==> config.mk <==
export PLATFORM = sky130hd
export DESIGN_NAME = scan_test_ctrl
export DESIGN_NICKNAME = d
export VERILOG_FILES = /design/src/rtl/scan_pkg.sv /design/src/rtl/scan_cut.sv /design/src/rtl/scan_vbuf.sv /design/src/rtl/scan_seq.sv /design/src/rtl/scan_test_ctrl.sv
export SDC_FILE = /design/constraint.sdc
export NUM_CORES = 1
export LEC_CHECK = 0
export BUFFER_PORTS_ARGS = -buffer_cell sky130_fd_sc_hd__buf_2
export CAP_MARGIN = 10
export CORE_MARGIN = 3
export CORE_UTILIZATION = 58
export DETAILED_ROUTE_END_ITERATION = 10
export GPL_TIMING_DRIVEN = 1
export HOLD_SLACK_MARGIN = 0.05
export PLACE_DENSITY = 0.79
export REMOVE_ABC_BUFFERS = 1
export SETUP_SLACK_MARGIN = 0.02
export SYNTH_ARGS = -nofsm -noshare
export SYNTH_HDL_FRONTEND = slang
export SYNTH_SLANG_ARGS = --single-unit
==> constraint.sdc <==
create_clock -name clk -period 2.4 [get_ports clk]
set_clock_uncertainty 0.05 [all_clocks]
set_input_delay 0.48 -clock clk [delete_from_list [all_inputs] [get_ports clk]]
set_output_delay 0.48 -clock clk [all_outputs]
set_load 0.005 [all_outputs]
==> src/rtl/scan_pkg.sv <==
package scan_pkg;
  typedef enum logic [1:0] {
    ST_IDLE = 2'd0,
    ST_LOAD = 2'd1,
    ST_CAPT = 2'd2,
    ST_UNLD = 2'd3
  } scan_state_e;
endpackage

==> src/rtl/scan_cut.sv <==
// Circuit under test: one scan flop per state bit, each with a shift/functional select.
module scan_cut #(
  parameter int N  = 16,
  parameter int PI = 4
) (
  input  logic          clk,
  input  logic          rst,
  input  logic          scan_en,
  input  logic          scan_in,
  input  logic [PI-1:0] pi,
  output logic [N-1:0]  chain,
  output logic          scan_out
);
  for (genvar i = 0; i < N; i++) begin : g_bit
    localparam int PREV = (i + N - 1) % N;
    logic sh_src, fn_src, q;
    if (i == 0) begin : g_head
      assign sh_src = scan_in;
    end else begin : g_link
      assign sh_src = chain[i-1];
    end
    if (i < PI) begin : g_mix
      assign fn_src = chain[PREV] ^ pi[i];
    end else begin : g_rot
      assign fn_src = chain[PREV];
    end
    always_ff @(posedge clk) begin
      if (rst) q <= 1'b0;
      else     q <= scan_en ? sh_src : fn_src;
    end
    assign chain[i] = q;
  end

  assign scan_out = chain[N-1];

  // shift moves every bit up by one and takes scan_in at the bottom
  a_r1_shift: assert property (@(posedge clk) disable iff (rst)
    scan_en |=> (chain[N-1:1] == $past(chain[N-2:0])) && (chain[0] == $past(scan_in)));
endmodule

==> src/rtl/scan_vbuf.sv <==
// One-entry holding buffer for the next vector and its expected response.
module scan_vbuf #(
  parameter int N = 16
) (
  input  logic         clk,
  input  logic         rst,
  input  logic         wr,
  input  logic [N-1:0] wr_vec,
  input  logic [N-1:0] wr_exp,
  input  logic         take,
  output logic         valid,
  output logic [N-1:0] vec,
  output logic [N-1:0] exp_w
);
  always_ff @(posedge clk) begin
    if (rst) begin
      valid <= 1'b0;
      vec   <= '0;
      exp_w <= '0;
    end else begin
      if (wr) begin
        valid <= 1'b1;
        vec   <= wr_vec;
        exp_w <= wr_exp;
      end else if (take) begin
        valid <= 1'b0;
      end
    end
  end

  // a write always leaves an entry pending
  a_r10_write_pending: assert property (@(posedge clk) disable iff (rst)
    wr |=> valid);
endmodule

==> src/rtl/scan_seq.sv <==
// Sequencer: load, single capture, unload with overlapped next load, on-the-fly compare.
module scan_seq
  import scan_pkg::*;
#(
  parameter int N  = 16,
  parameter int PI = 4
) (
  input  logic          clk,
  input  logic          rst,
  input  logic          start,
  input  logic          pend_valid,
  input  logic [N-1:0]  pend_vec,
  input  logic [N-1:0]  pend_exp,
  output logic          pend_take,
  input  logic [PI-1:0] func_in,
  output logic [PI-1:0] pi_used,
  input  logic          chain_out,
  output logic          scan_en,
  output logic          scan_in,
  output logic          done,
  output logic          fail
);
  localparam int CW = (N > 2) ? $clog2(N) : 1;
  localparam logic [CW-1:0] LAST = CW'(N - 1);

  scan_state_e   st;
  logic [CW-1:0] cnt;
  logic [N-1:0]  ld_sh, cur_exp, chk_sh;
  logic          more;
  logic [PI-1:0] pi_hold;
  logic          go;

  assign go        = (st == ST_IDLE) && start && pend_valid;
  assign pend_take = go || ((st == ST_CAPT) && pend_valid);
  assign scan_en   = (st == ST_LOAD) || (st == ST_UNLD);
  assign scan_in   = ld_sh[N-1];
  assign pi_used   = (st == ST_IDLE) ? func_in : pi_hold;

  always_ff @(posedge clk) begin
    if (rst) begin
      st      <= ST_IDLE;
      cnt     <= '0;
      ld_sh   <= '0;
      cur_exp <= '0;
      chk_sh  <= '0;
      more    <= 1'b0;
      pi_hold <= '0;
      done    <= 1'b0;
      fail    <= 1'b0;
    end else begin
      done <= 1'b0;
      case (st)
        ST_IDLE: begin
          if (go) begin
            st      <= ST_LOAD;
            cnt     <= '0;
            ld_sh   <= pend_vec;
            cur_exp <= pend_exp;
            pi_hold <= func_in;
            fail    <= 1'b0;
          end
        end
        ST_LOAD: begin
          ld_sh <= ld_sh << 1;
          if (cnt == LAST) begin
            cnt <= '0;
            st  <= ST_CAPT;
          end else begin
            cnt <= cnt + 1'b1;
          end
        end
        ST_CAPT: begin
          st     <= ST_UNLD;
          cnt    <= '0;
          chk_sh <= cur_exp;
          if (pend_valid) begin
            ld_sh   <= pend_vec;
            cur_exp <= pend_exp;
            more    <= 1'b1;
          end else begin
            ld_sh <= '0;
            more  <= 1'b0;
          end
        end
        default: begin
          ld_sh  <= ld_sh << 1;
          chk_sh <= chk_sh << 1;
          if (chain_out != chk_sh[N-1]) fail <= 1'b1;
          if (cnt == LAST) begin
            cnt <= '0;
            if (more) begin
              st <= ST_CAPT;
            end else begin
              st   <= ST_IDLE;
              done <= 1'b1;
            end
          end else begin
            cnt <= cnt + 1'b1;
          end
        end
      endcase
    end
  end

  // counter never leaves 0..N-1
  always_comb begin
    if (!rst) a_r3_cnt_range: assert (cnt <= LAST);
  end
  // a low scan_en inside a run lasts one clock only
  a_r3_one_capture: assert property (@(posedge clk) disable iff (rst)
    (!scan_en && st != ST_IDLE) |=> scan_en);
  // done is a single-cycle pulse
  a_r5_done_pulse: assert property (@(posedge clk) disable iff (rst)
    done |=> !done);
  // fail stays set until an accepted start
  a_r4_fail_sticky: assert property (@(posedge clk) disable iff (rst)
    (fail && !go) |=> fail);
  // accepted start clears fail
  a_r4_fail_clear: assert property (@(posedge clk) disable iff (rst)
    go |=> !fail);
  // start without a pending vector leaves the controller idle
  a_r7_ignore_start: assert property (@(posedge clk) disable iff (rst)
    (st == ST_IDLE && !pend_valid) |=> (st == ST_IDLE));
endmodule

==> src/rtl/scan_test_ctrl.sv <==
module scan_test_ctrl #(
  parameter int CHAIN_LEN = 16,
  parameter int PI_W      = 4,
  parameter int PO_W      = 4
) (
  input  logic                 clk,
  input  logic                 rst,
  input  logic                 start,
  input  logic                 vec_load,
  input  logic [CHAIN_LEN-1:0] vec_data,
  input  logic [CHAIN_LEN-1:0] exp_data,
  input  logic [PI_W-1:0]      func_in,
  output logic [PO_W-1:0]      func_out,
  output logic                 scan_en,
  output logic                 scan_in,
  output logic                 scan_out,
  output logic                 done,
  output logic                 fail
);
  logic                 pend_valid, pend_take;
  logic [CHAIN_LEN-1:0] pend_vec, pend_exp, chain;
  logic [PI_W-1:0]      pi_used;

  scan_vbuf #(.N(CHAIN_LEN)) u_vbuf (
    .clk(clk), .rst(rst), .wr(vec_load), .wr_vec(vec_data), .wr_exp(exp_data),
    .take(pend_take), .valid(pend_valid), .vec(pend_vec), .exp_w(pend_exp)
  );

  scan_seq #(.N(CHAIN_LEN), .PI(PI_W)) u_seq (
    .clk(clk), .rst(rst), .start(start), .pend_valid(pend_valid),
    .pend_vec(pend_vec), .pend_exp(pend_exp), .pend_take(pend_take),
    .func_in(func_in), .pi_used(pi_used), .chain_out(scan_out),
    .scan_en(scan_en), .scan_in(scan_in), .done(done), .fail(fail)
  );

  scan_cut #(.N(CHAIN_LEN), .PI(PI_W)) u_cut (
    .clk(clk), .rst(rst), .scan_en(scan_en), .scan_in(scan_in), .pi(pi_used),
    .chain(chain), .scan_out(scan_out)
  );

  always_ff @(posedge clk) begin
    if (rst)           func_out <= '0;
    else if (!scan_en) func_out <= chain[PO_W-1:0];
  end

  // primary outputs frozen while shifting
  a_r9_po_hold: assert property (@(posedge clk) disable iff (rst)
    scan_en |=> $stable(func_out));
endmodule

==> results of run 1 <==
-- cell usage in the layout (no fill, tap or decap), types with 5 or more instances in the layout --
master / instances
a211oi_1: 15
nor3_1: 16
nor2b_1: 12
clkbuf_16: 16
a21oi_1: 30
a221oi_1: 15
o22ai_1: 14
nand2_1: 13
dfxtp_1: 114
o21ai_0: 22
nand3_1: 20
buf_4: 17
bufinv_16: 5
buf_2: 47
mux2i_1: 57
nor2_1: 59
clkinvlp_4: 5
ha_1: 5
-- what timing repair did --
| action | 4_1_cts | 5_1_grt |
|---|---|---|
| gates resized for setup | 2 | 1 |
| endpoints found under the setup margin | 1 | 1 |
| hold endpoints to repair | 0 | 0 |
| setup buffers | 0 | 5 |
| pin swaps | 0 | 1 |
-- routing by layer --
metal,vias to the layer above,GRT usage (%)
met5,-,0
met4,0,9.63
met3,21,7.37
met2,89,40.5
met1,1778,29.2
li1,1757,-
-- power by group through the flow --
stage / sequential [mW] / clock, mW / combinational [mW]
after global placement: 2.44 / 0 / 1.46
after floorplan: 2.41 / 0 / 1.13
after CTS: 2.44 / 2.72 / 1.59
final: 2.45 / 2.69 / 1.68
after detailed placement: 2.46 / 0 / 1.54
after global routing: 2.47 / 2.82 / 1.86
-- area by class of cell --
cell class | instances | area, um2
sequential | 114 | 2280
multi-input combinational | 307 | 2000
fill | 544 | 1980
clock buffer | 20 | 435
timing repair buffer | 64 | 363
clock inverter | 12 | 203
tap | 99 | 124
inverter | 5 | 22.5
-- flip-flops by register name (all words and copies together), names as in the netlist, 2 cells and up --
register	flops
u_seq.ld_sh	16
u_seq.cnt	4
u_cut.g_bit.q	14
u_seq.st	2
u_seq.cur_exp	16
u_seq.pi_hold	4
u_vbuf.vec	16
u_seq.chk_sh	16
u_vbuf.exp_w	16
func_out	4
-- how the worst max path moves through the flow --
stage | startpoint | to | slack [ns] | depth (start not counted)
4_1_cts | u_seq.st[1] | scan_en | 0.04 | 5
3_5_place_dp | u_seq.st[1] | scan_en | 0.36 | 5
3_3_place_gp | u_seq.st[1] | scan_en | 0.42 | 5
5_1_grt | u_seq.st[1] | scan_en | 0.007 | 5
6_report | u_seq.st[1] | scan_en | 0.09 | 5
2_1_floorplan | u_seq.st[0] | u_seq.fail | -0.1 | 5
-- metrics by stage --
stage | TNS, ns | hold WS, ns | setup WS [ns]
floorplan | -1.47 | 0.364 | -0.0985
global placement | 0 | 0.369 | 0.417
CTS | 0 | 0.128 | 0.0390
detailed placement | 0 | 0.370 | 0.365
global route | 0 | 0.138 | 0.00735
finish | 0 | 0.146 | 0.0909
-- cell families (layout without fill, tap and decap cells) --
| logic type | Yosys count | after routing | synth area share, % |
|---|---|---|---|
| AOI/OAI and AO/OA | 105 | 105 | 14.8 |
| and+or+nand+nor | 135 | 135 | 13.9 |
| adders and majority gates | 5 | 5 | 1.39 |
| xor gates and xnor gates | 2 | 2 | 0.389 |
| DFF | 114 | 114 | 50.6 |
| buffers and inverters | 44 | 101 | 5.27 |
| muxes | 60 | 60 | 13.7 |
-- worst reg2reg max path: stages (launching register included) --
cell and delay [ns]:
dfxtp_1 0.34, inv_1 0.11, ha_1 0.19, buf_4 0.31, nand3_1 0.38, buf_4 0.29, o22ai_1 0.22, nor3_1 0.09
==> out/results.ini, run 1 <==
[yosys]
synth-main-ff-cell = dfxtp_1
synthTopCellsByArea = dfxtp_1 (51%), mux2i_1 (13%), nor2_1 (5.0%), a21oi_1 (3.3%), a221oi_1 (2.9%)
synth_cell_type_count = 40
synth.top_cells.by_count = dfxtp_1 (114), nor2_1 (60), mux2i_1 (57)
synth_edf_count = 0
yosysMostFrequentCell = dfxtp_1
synth-seq-cells = 114
synth_top_area_share_pct = 50.6
syn-mean-instance-area_um2 = 9.70
syn-cell-area_um2 = 4510
ys_warn_count = 0
ys_seq_area_share_pct = 50.6
synth_top_area_cell = dfxtp_1
async_reset_ff_share_pct = 0
netlist_instances = 465

[pwr]
peakVddDrop_mv = 0.749
p_int_mw = 4.75
clkPwrFrac_pct = 39.5
p_per_area_nw_per_um2 = 1260
power_frac_seq_pct = 35.9
comb_power_share_pct = 24.6
total_power_mw = 6.82
swShare_pct = 30.3
netSwitchingPower_mw = 2.07
p_leak_nw = 2.19

[routing]
route.met2.wl_um = 5190
vias = 3645
drc_errors = 0
wl_um = 10200
wl_met3_um = 446
ant_nets = 0
viasPerCell = 5.87
dr.pass1.iters = 4
drtIter0Drc = 193
m1WireLength_um = 4380
wl_per_cell_um = 16.4
highest-signal-layer = met4

[place]
place_inst = 584
port_buffers = 48
hpwl_um = 6130
post_dp_cell_area_um2 = 4740
gp_congestion = 0.829

[clocking]
clkLatencyLatePin_ns = 0.52
clk_path_buf_depth = 2
cts_tree = built
cts.clk_slew.worst_paths_ns = 0.06
root_buffer = clkbuf_8
cts_max_level = 4
clock-sinks = 114
holdBufCountCts = 0
numCtsBuffers = 17

[global_routing]
grt_pass1_wl_um = 16600
overflow = 0
grt_usage_pct = 24.3
grt_max_degree = 60
grt_pass1_vias = 3565
antenna_found_initial = 0

[layout]
drive_above_1_share_pct = 19.7
final_cell_area_um2 = 5430
final_util_pct = 73.2
area_growth_pct = 20.3
layout.cells.non_filler = 621
antennaDiodeCount = 0
layout.nets = 554

[timing]
fmax_ghz = 0.433
fin_crit_ns = 2.31
hold_viol = 0
setup_violations = 0
max_slew.worst_pin.slew_ns = 0.673
maxSlewViolCount = 0
max_slew_margin_pct = 55.0
finalCritPeriodShare_pct = 96.2
rsz0062_at_grt = no

[hold_path]
worstHoldPathCells = 3
hold_path_end = u_vbuf.exp_w[5]
worstHoldPathType = in -> reg
hp-start = exp_data[5]

[setup_path]
cp_top_family = buffers and inverters
start_kind = register
crit_arrival_ns = 1.78
worst_r2r_endpoint = u_seq.ld_sh[3]
path_buf_inv = 3
worstRegToRegCells = 7
crit_required_ns = 1.87
path_max_fanout = 5
setup.worst_path.class = reg -> out
worstReg2RegStart = u_seq.st[0]
slowest_stage = dfxtp_1
crit_chain = inv_1 > ha_1 > nor2_4 > clkinvlp_4 > buf_2
rrSetupSlack_ns = 0.29
slowest_delay_ns = 0.36
endpoint_kind = primary output

[floorplanning]
die_w_um = 94.2
core_um2 = 7410
die_y_um = 94.2
die_area_um2 = 8870
placementRows = 31
initial_core_util_pct = 60.9
io-pin-count = 49

[flow_run]
cap_violations = 0

[run_status]
status = finished clean

(Power assumes the default switching activity.)
==> inputs of run 2 (changes only) <==
--- a/config.mk
+++ b/config.mk
@@ -12,7 +12,7 @@
 export DETAILED_ROUTE_END_ITERATION = 10
 export GPL_TIMING_DRIVEN = 1
 export HOLD_SLACK_MARGIN = 0.05
-export PLACE_DENSITY = 0.79
+export PLACE_DENSITY = 0.88
 export REMOVE_ABC_BUFFERS = 1
 export SETUP_SLACK_MARGIN = 0.02
 export SYNTH_ARGS = -nofsm -noshare
==> constraint.sdc (replaced) <==
create_clock -name clk -period 2.2 [get_ports clk]
set_clock_uncertainty 0.05 [all_clocks]
set_input_delay 0.44 -clock clk [delete_from_list [all_inputs] [get_ports clk]]
set_output_delay 0.44 -clock clk [all_outputs]
set_load 0.005 [all_outputs]
==> run 2 against run 1 <==
Against the previous run:
- sequential share of layout area decreased by 0.12 points
- global-route usage decreased by 0.084 points
- cell area increased by 0.35%
- critical path depth unchanged
- non-clock buffer count decreased by 1
- cell count decreased by 0.16%
- routed wire length increased by 2.5%
- count of clock-buffer cells in the layout unchanged
- critical endpoint unchanged
- via count increased by 2.8%
- sequential power increased by 9.0%
- first-iteration DRC count increased by 78%
- worst hold slack got worse by 0.041 ns
==> out/results.ini, run 2 (same netlist as run 1, synthesis figures left out) <==
[routing]
ant_nets = 0
vias = 3746
wl_um = 10500
wl_per_cell_um = 16.9
viasPerCell = 6.04
drc_errors = 0
drtIter0Drc = 343
dr.pass1.iters = 5

[layout]
fill_cells = 463
drive_above_1_share_pct = 20.9
layout.cells.non_filler = 620
mostFrequentLayoutCells = dfxtp_1 (113), nor2_1 (59), mux2i_1 (57)
area_growth_pct = 20.8
layout_commonest_cell = dfxtp_1
final_cell_area_um2 = 5450
layout.nets = 553
antennaDiodeCount = 0

[timing]
rsz0062_at_grt = no
max_slew.worst_pin.slew_ns = 0.543
finalCritPeriodShare_pct = 94.7
timing.hold.ws_ns = 0.105
fin_ws_ns = 0.117
setup_violations = 0
fmax_ghz = 0.480
hold_viol = 0
max_slew_margin_pct = 63.8
fin_crit_ns = 2.08
maxSlewViolCount = 0

[hold_path]
worstHoldPathCells = 3
hold_path_end = u_vbuf.vec[2]
worstHoldPathType = in -> reg
hp-start = vec_data[2]

[pwr]
p_leak_nw = 2.20
peakVddDrop_mv = 0.758
p_per_area_nw_per_um2 = 1350
total_power_mw = 7.36

[floorplanning]
core_um2 = 7410
io-pin-count = 49
placementRows = 31
initial_core_util_pct = 60.9
die_area_um2 = 8870
die_y_um = 94.2
die_w_um = 94.2

[flow_run]
cap_violations = 0

[place]
port_buffers = 48
post_dp_cell_area_um2 = 4770
gp_congestion = 0.803
hpwl_um = 6090
place_ws_ns = 0.229
place_inst = 585

[setup_path]
endpoint_kind = primary output
rrSetupSlack_ns = 0.13
slowest_stage = dfxtp_2
slowest_delay_ns = 0.35
start_kind = register
crit_required_ns = 1.71
worst_r2r_endpoint = u_seq.ld_sh[5]
crit_arrival_ns = 1.59
worstRegToRegCells = 5
setup.worst_path.class = reg -> out
worstReg2RegStart = u_seq.st[0]
crit_chain = inv_2 > ha_4 > nor2_4 > clkinvlp_4 > buf_2
path_max_fanout = 5

[clocking]
clock-sinks = 114
cts.clk_slew.worst_paths_ns = 0.06
cts_max_level = 4
clk_path_buf_depth = 2
cts_tree = built
numCtsBuffers = 17
root_buffer = clkbuf_8
clkLatencyLatePin_ns = 0.52
holdBufCountCts = 0

[global_routing]
grt_pass1_vias = 3554
grt_max_degree = 52
antenna_found_initial = 0
overflow = 0
grt_usage_pct = 24.2
grt_pass1_wl_um = 16800

[run_status]
status = finished clean

==> run 2: cell types whose count changed in the layout (fill, tap and decap cells not counted), sizes merged <==
cell	previous run	this run
clkinv	2	6
bufinv	5	3
buf	64	63
clkinvlp	5	4
inv	5	4
==> run 2: worst max-delay path by stage <==
stage,start,end,slack (ns),cells past startpoint
after floorplan,u_seq.st[0],u_seq.fail,-0.30,5
after global placement,u_seq.st[1],scan_en,0.34,5
after detailed placement,u_seq.st[1],scan_en,0.23,5
after CTS,u_seq.st[1],scan_en,0.05,5
after global routing,u_seq.st[0],u_seq.ld_sh[5],0.0007,5
final,u_seq.st[1],scan_en,0.12,5
==> run 2: through the flow <==
| step | TNS [ns] | utilization, % |
|---|---|---|
| 2_1_floorplan | -5.61 | - |
| 3_3_place_gp | 0 | 64.4 |
| 3_5_place_dp | 0 | 64.4 |
| 4_1_cts | 0 | 72.9 |
| 5_1_grt | 0 | 73.5 |
| 6_report | 0 | 73.5 |
==> run 2: routing by layer <==
metal	wire [um]	global-route usage [%]
met5	0	0
met2	5170	38.6
met3	642	5.53
met1	4270	30.3
met4	369	13.1
==> run 2: cell type report <==
| class | count | area [um2] | share of cell area [%] |
|---|---|---|---|
| inverters | 5 | 22.5 | 0.414 |
| multi-input cells | 307 | 2010 | 37.0 |
| repair buffers | 63 | 393 | 7.22 |
| flip-flops and latches | 114 | 2280 | 41.9 |
| clock buffers | 20 | 455 | 8.36 |
| clock inverters | 12 | 154 | 2.83 |
| well taps | 99 | 124 | 2.27 |
==> run 2: repair_timing <==
action / CTS / global route
gates resized for setup: 4 / 5
endpoints found under the setup margin: 1 / 3
gates cloned: 0 / 0
pin swaps: 0 / 1
setup buffers: 1 / 2
==> run 2: power breakdown <==
group | switching [mW] | internal [mW]
combinational | 1.10 | 0.805
sequential | 0.238 | 2.43
clock | 0.964 | 1.81
total | 2.31 | 5.05
==> run 2: critical path: cells and delay by family, from the launching register on <==
family / cells / cell delay, ns
simple gates: 1 / 0.21
flops: 1 / 0.35
buf+inv: 3 / 0.33
fa+ha+maj: 1 / 0.19
==> inputs of run 3 (changes only) <==
==> constraint.sdc (replaced) <==
create_clock -name clk -period 2 [get_ports clk]
set_clock_uncertainty 0.05 [all_clocks]
set_input_delay 0.4 -clock clk [delete_from_list [all_inputs] [get_ports clk]]
set_output_delay 0.4 -clock clk [all_outputs]
set_load 0.005 [all_outputs]
==> run 3 against run 2 <==
Against the previous run:
- die area unchanged
- worst hold slack got worse by 0.042 ns
- count of clock-buffer cells in the layout decreased by 2
- setup slack got worse by 0.050 ns
- routed wire length increased by 2.1%
- clock power about the same
- critical path type unchanged
- register-to-register slack about the same
- core utilization decreased by 0.35 points
- non-clock buffer count increased by 1
- cell count increased by 0.16%
- largest power group is now sequential cells
- global-route usage increased by 1.6 points
- sequential cell count unchanged
==> out/results.ini, run 3 (same netlist as run 1, synthesis figures left out) <==
[timing]
hold_viol = 0
max_slew_margin_pct = 65.3
max_slew.worst_pin.slew_ns = 0.521
fin_ws_ns = 0.0665
finalCritPeriodShare_pct = 96.7
rsz0062_at_grt = no
fin_crit_ns = 1.93
setup_violations = 0
fmax_ghz = 0.517
maxSlewViolCount = 0

[global_routing]
grt_usage_pct = 25.9
overflow = 0
grt_pass1_wl_um = 17700
grt_pass1_vias = 3645
antenna_found_initial = 0
grt_max_degree = 47

[setup_path]
endpoint_kind = primary output
slowest_delay_ns = 0.35
startpoint = u_seq.st[0]
worstReg2RegStart = u_seq.st[0]
slowest_stage = dfxtp_2
cp_top_family = flip-flops
path_buf_inv = 2
crit_required_ns = 1.55
start_kind = register
path_max_fanout = 13
crit_arrival_ns = 1.48
crit_chain = ha_2 > nor2_4 > inv_4 > buf_2
setup.worst_path.class = reg -> out

[layout]
area_growth_pct = 20.2
layout.nets = 554
drive_above_1_share_pct = 21.1
antennaDiodeCount = 0
layout_commonest_cell = dfxtp_1
mostFrequentLayoutCells = dfxtp_1 (112), nor2_1 (59), mux2i_1 (57)

[place]
port_buffers = 48
place_ws_ns = 0.181
hpwl_um = 6000
gp_congestion = 0.834

[routing]
viasPerCell = 6.06
dr.pass1.iters = 5
drtIter0Drc = 282
wl_um = 10700
vias = 3766
wl_per_cell_um = 17.2
ant_nets = 0
drc_errors = 0

[hold_path]
hp-start = vec_data[9]
worstHoldPathType = in -> reg

[pwr]
peakVddDrop_mv = 1.00
p_per_area_nw_per_um2 = 1450
total_power_mw = 7.87
p_leak_nw = 2.19

[floorplanning]
die_area_um2 = 8870
die_y_um = 94.2
io-pin-count = 49
core_um2 = 7410
die_w_um = 94.2
initial_core_util_pct = 60.9
placementRows = 31

[flow_run]
cap_violations = 0

[clocking]
clkLatencyLatePin_ns = 0.52
cts_tree = built
cts.clk_slew.worst_paths_ns = 0.06
numCtsBuffers = 17
clk_path_buf_depth = 2
root_buffer = clkbuf_8
holdBufCountCts = 0
clock-sinks = 114
cts_max_level = 4

[run_status]
status = finished clean

run 3: worst min-delay path, delay by kind of cell:
family	cells	cell delay (ns)
buffers and inverters	1	0.07
and+or+nand+nor	1	0.07
muxes	1	0.05
run 3: final timing paths:
kind / to / slack (ns) / depth (start not counted)
setup / recovery: scan_en / 0.07 / 4
hold / removal: u_vbuf.vec[9] / 0.06 / 3
setup reg to reg: u_seq.ld_sh[15] / 0.14 / 6
hold reg to reg: u_cut.g_bit[10].q / 0.39 / 1
run 3: cell type report:
type                            instances  area (um2)
Tap cell                               99         124
Timing Repair Buffer                   64         425
Sequential cell                       114        2280
Fill cell                             467        1990
Clock inverter                         14         133
Multi-Input combinational cell        307        2010
Clock buffer                           18         418
Inverter                                5        21.3
run 3: report_power, final:
part	total (mW)	internal, mW	switching (mW)
logic	2.18	0.936	1.24
registers	2.94	2.68	0.262
clock network	2.75	1.65	1.10
run 3: per-stage QoR:
step | setup TNS, ns | hold WS [ns] | cells | area, um2 | util [%]
global placement | 0 | 0.371 | 587 | 4810 | 65.0
detailed placement | 0 | 0.377 | 587 | 4810 | 65.0
finish | 0 | 0.0628 | 621 | 5420 | 73.1
CTS | 0 | 0.0555 | 620 | 5400 | 72.9
global route | 0 | 0.0654 | 621 | 5420 | 73.1
floorplan | -11.60 | 0.364 | 426 | 4290 | -
run 3: repair_timing:
| action | CTS | global route |
|---|---|---|
| buffers inserted | 1 | 1 |
| endpoints found under the setup margin | 1 | 10 |
| gates resized for setup | 10 | 1 |
| pin swaps | 1 | 1 |
run 3: layer usage:
metal | global-route usage (%) | wire length (um) | up-vias
met1 | 31.7 | 4270 | 1777
li1 | - | - | 1750
met5 | 0 | 0 | -
met2 | 41.0 | 5170 | 199
met4 | 12.6 | 326 | 0
met3 | 8.17 | 904 | 40
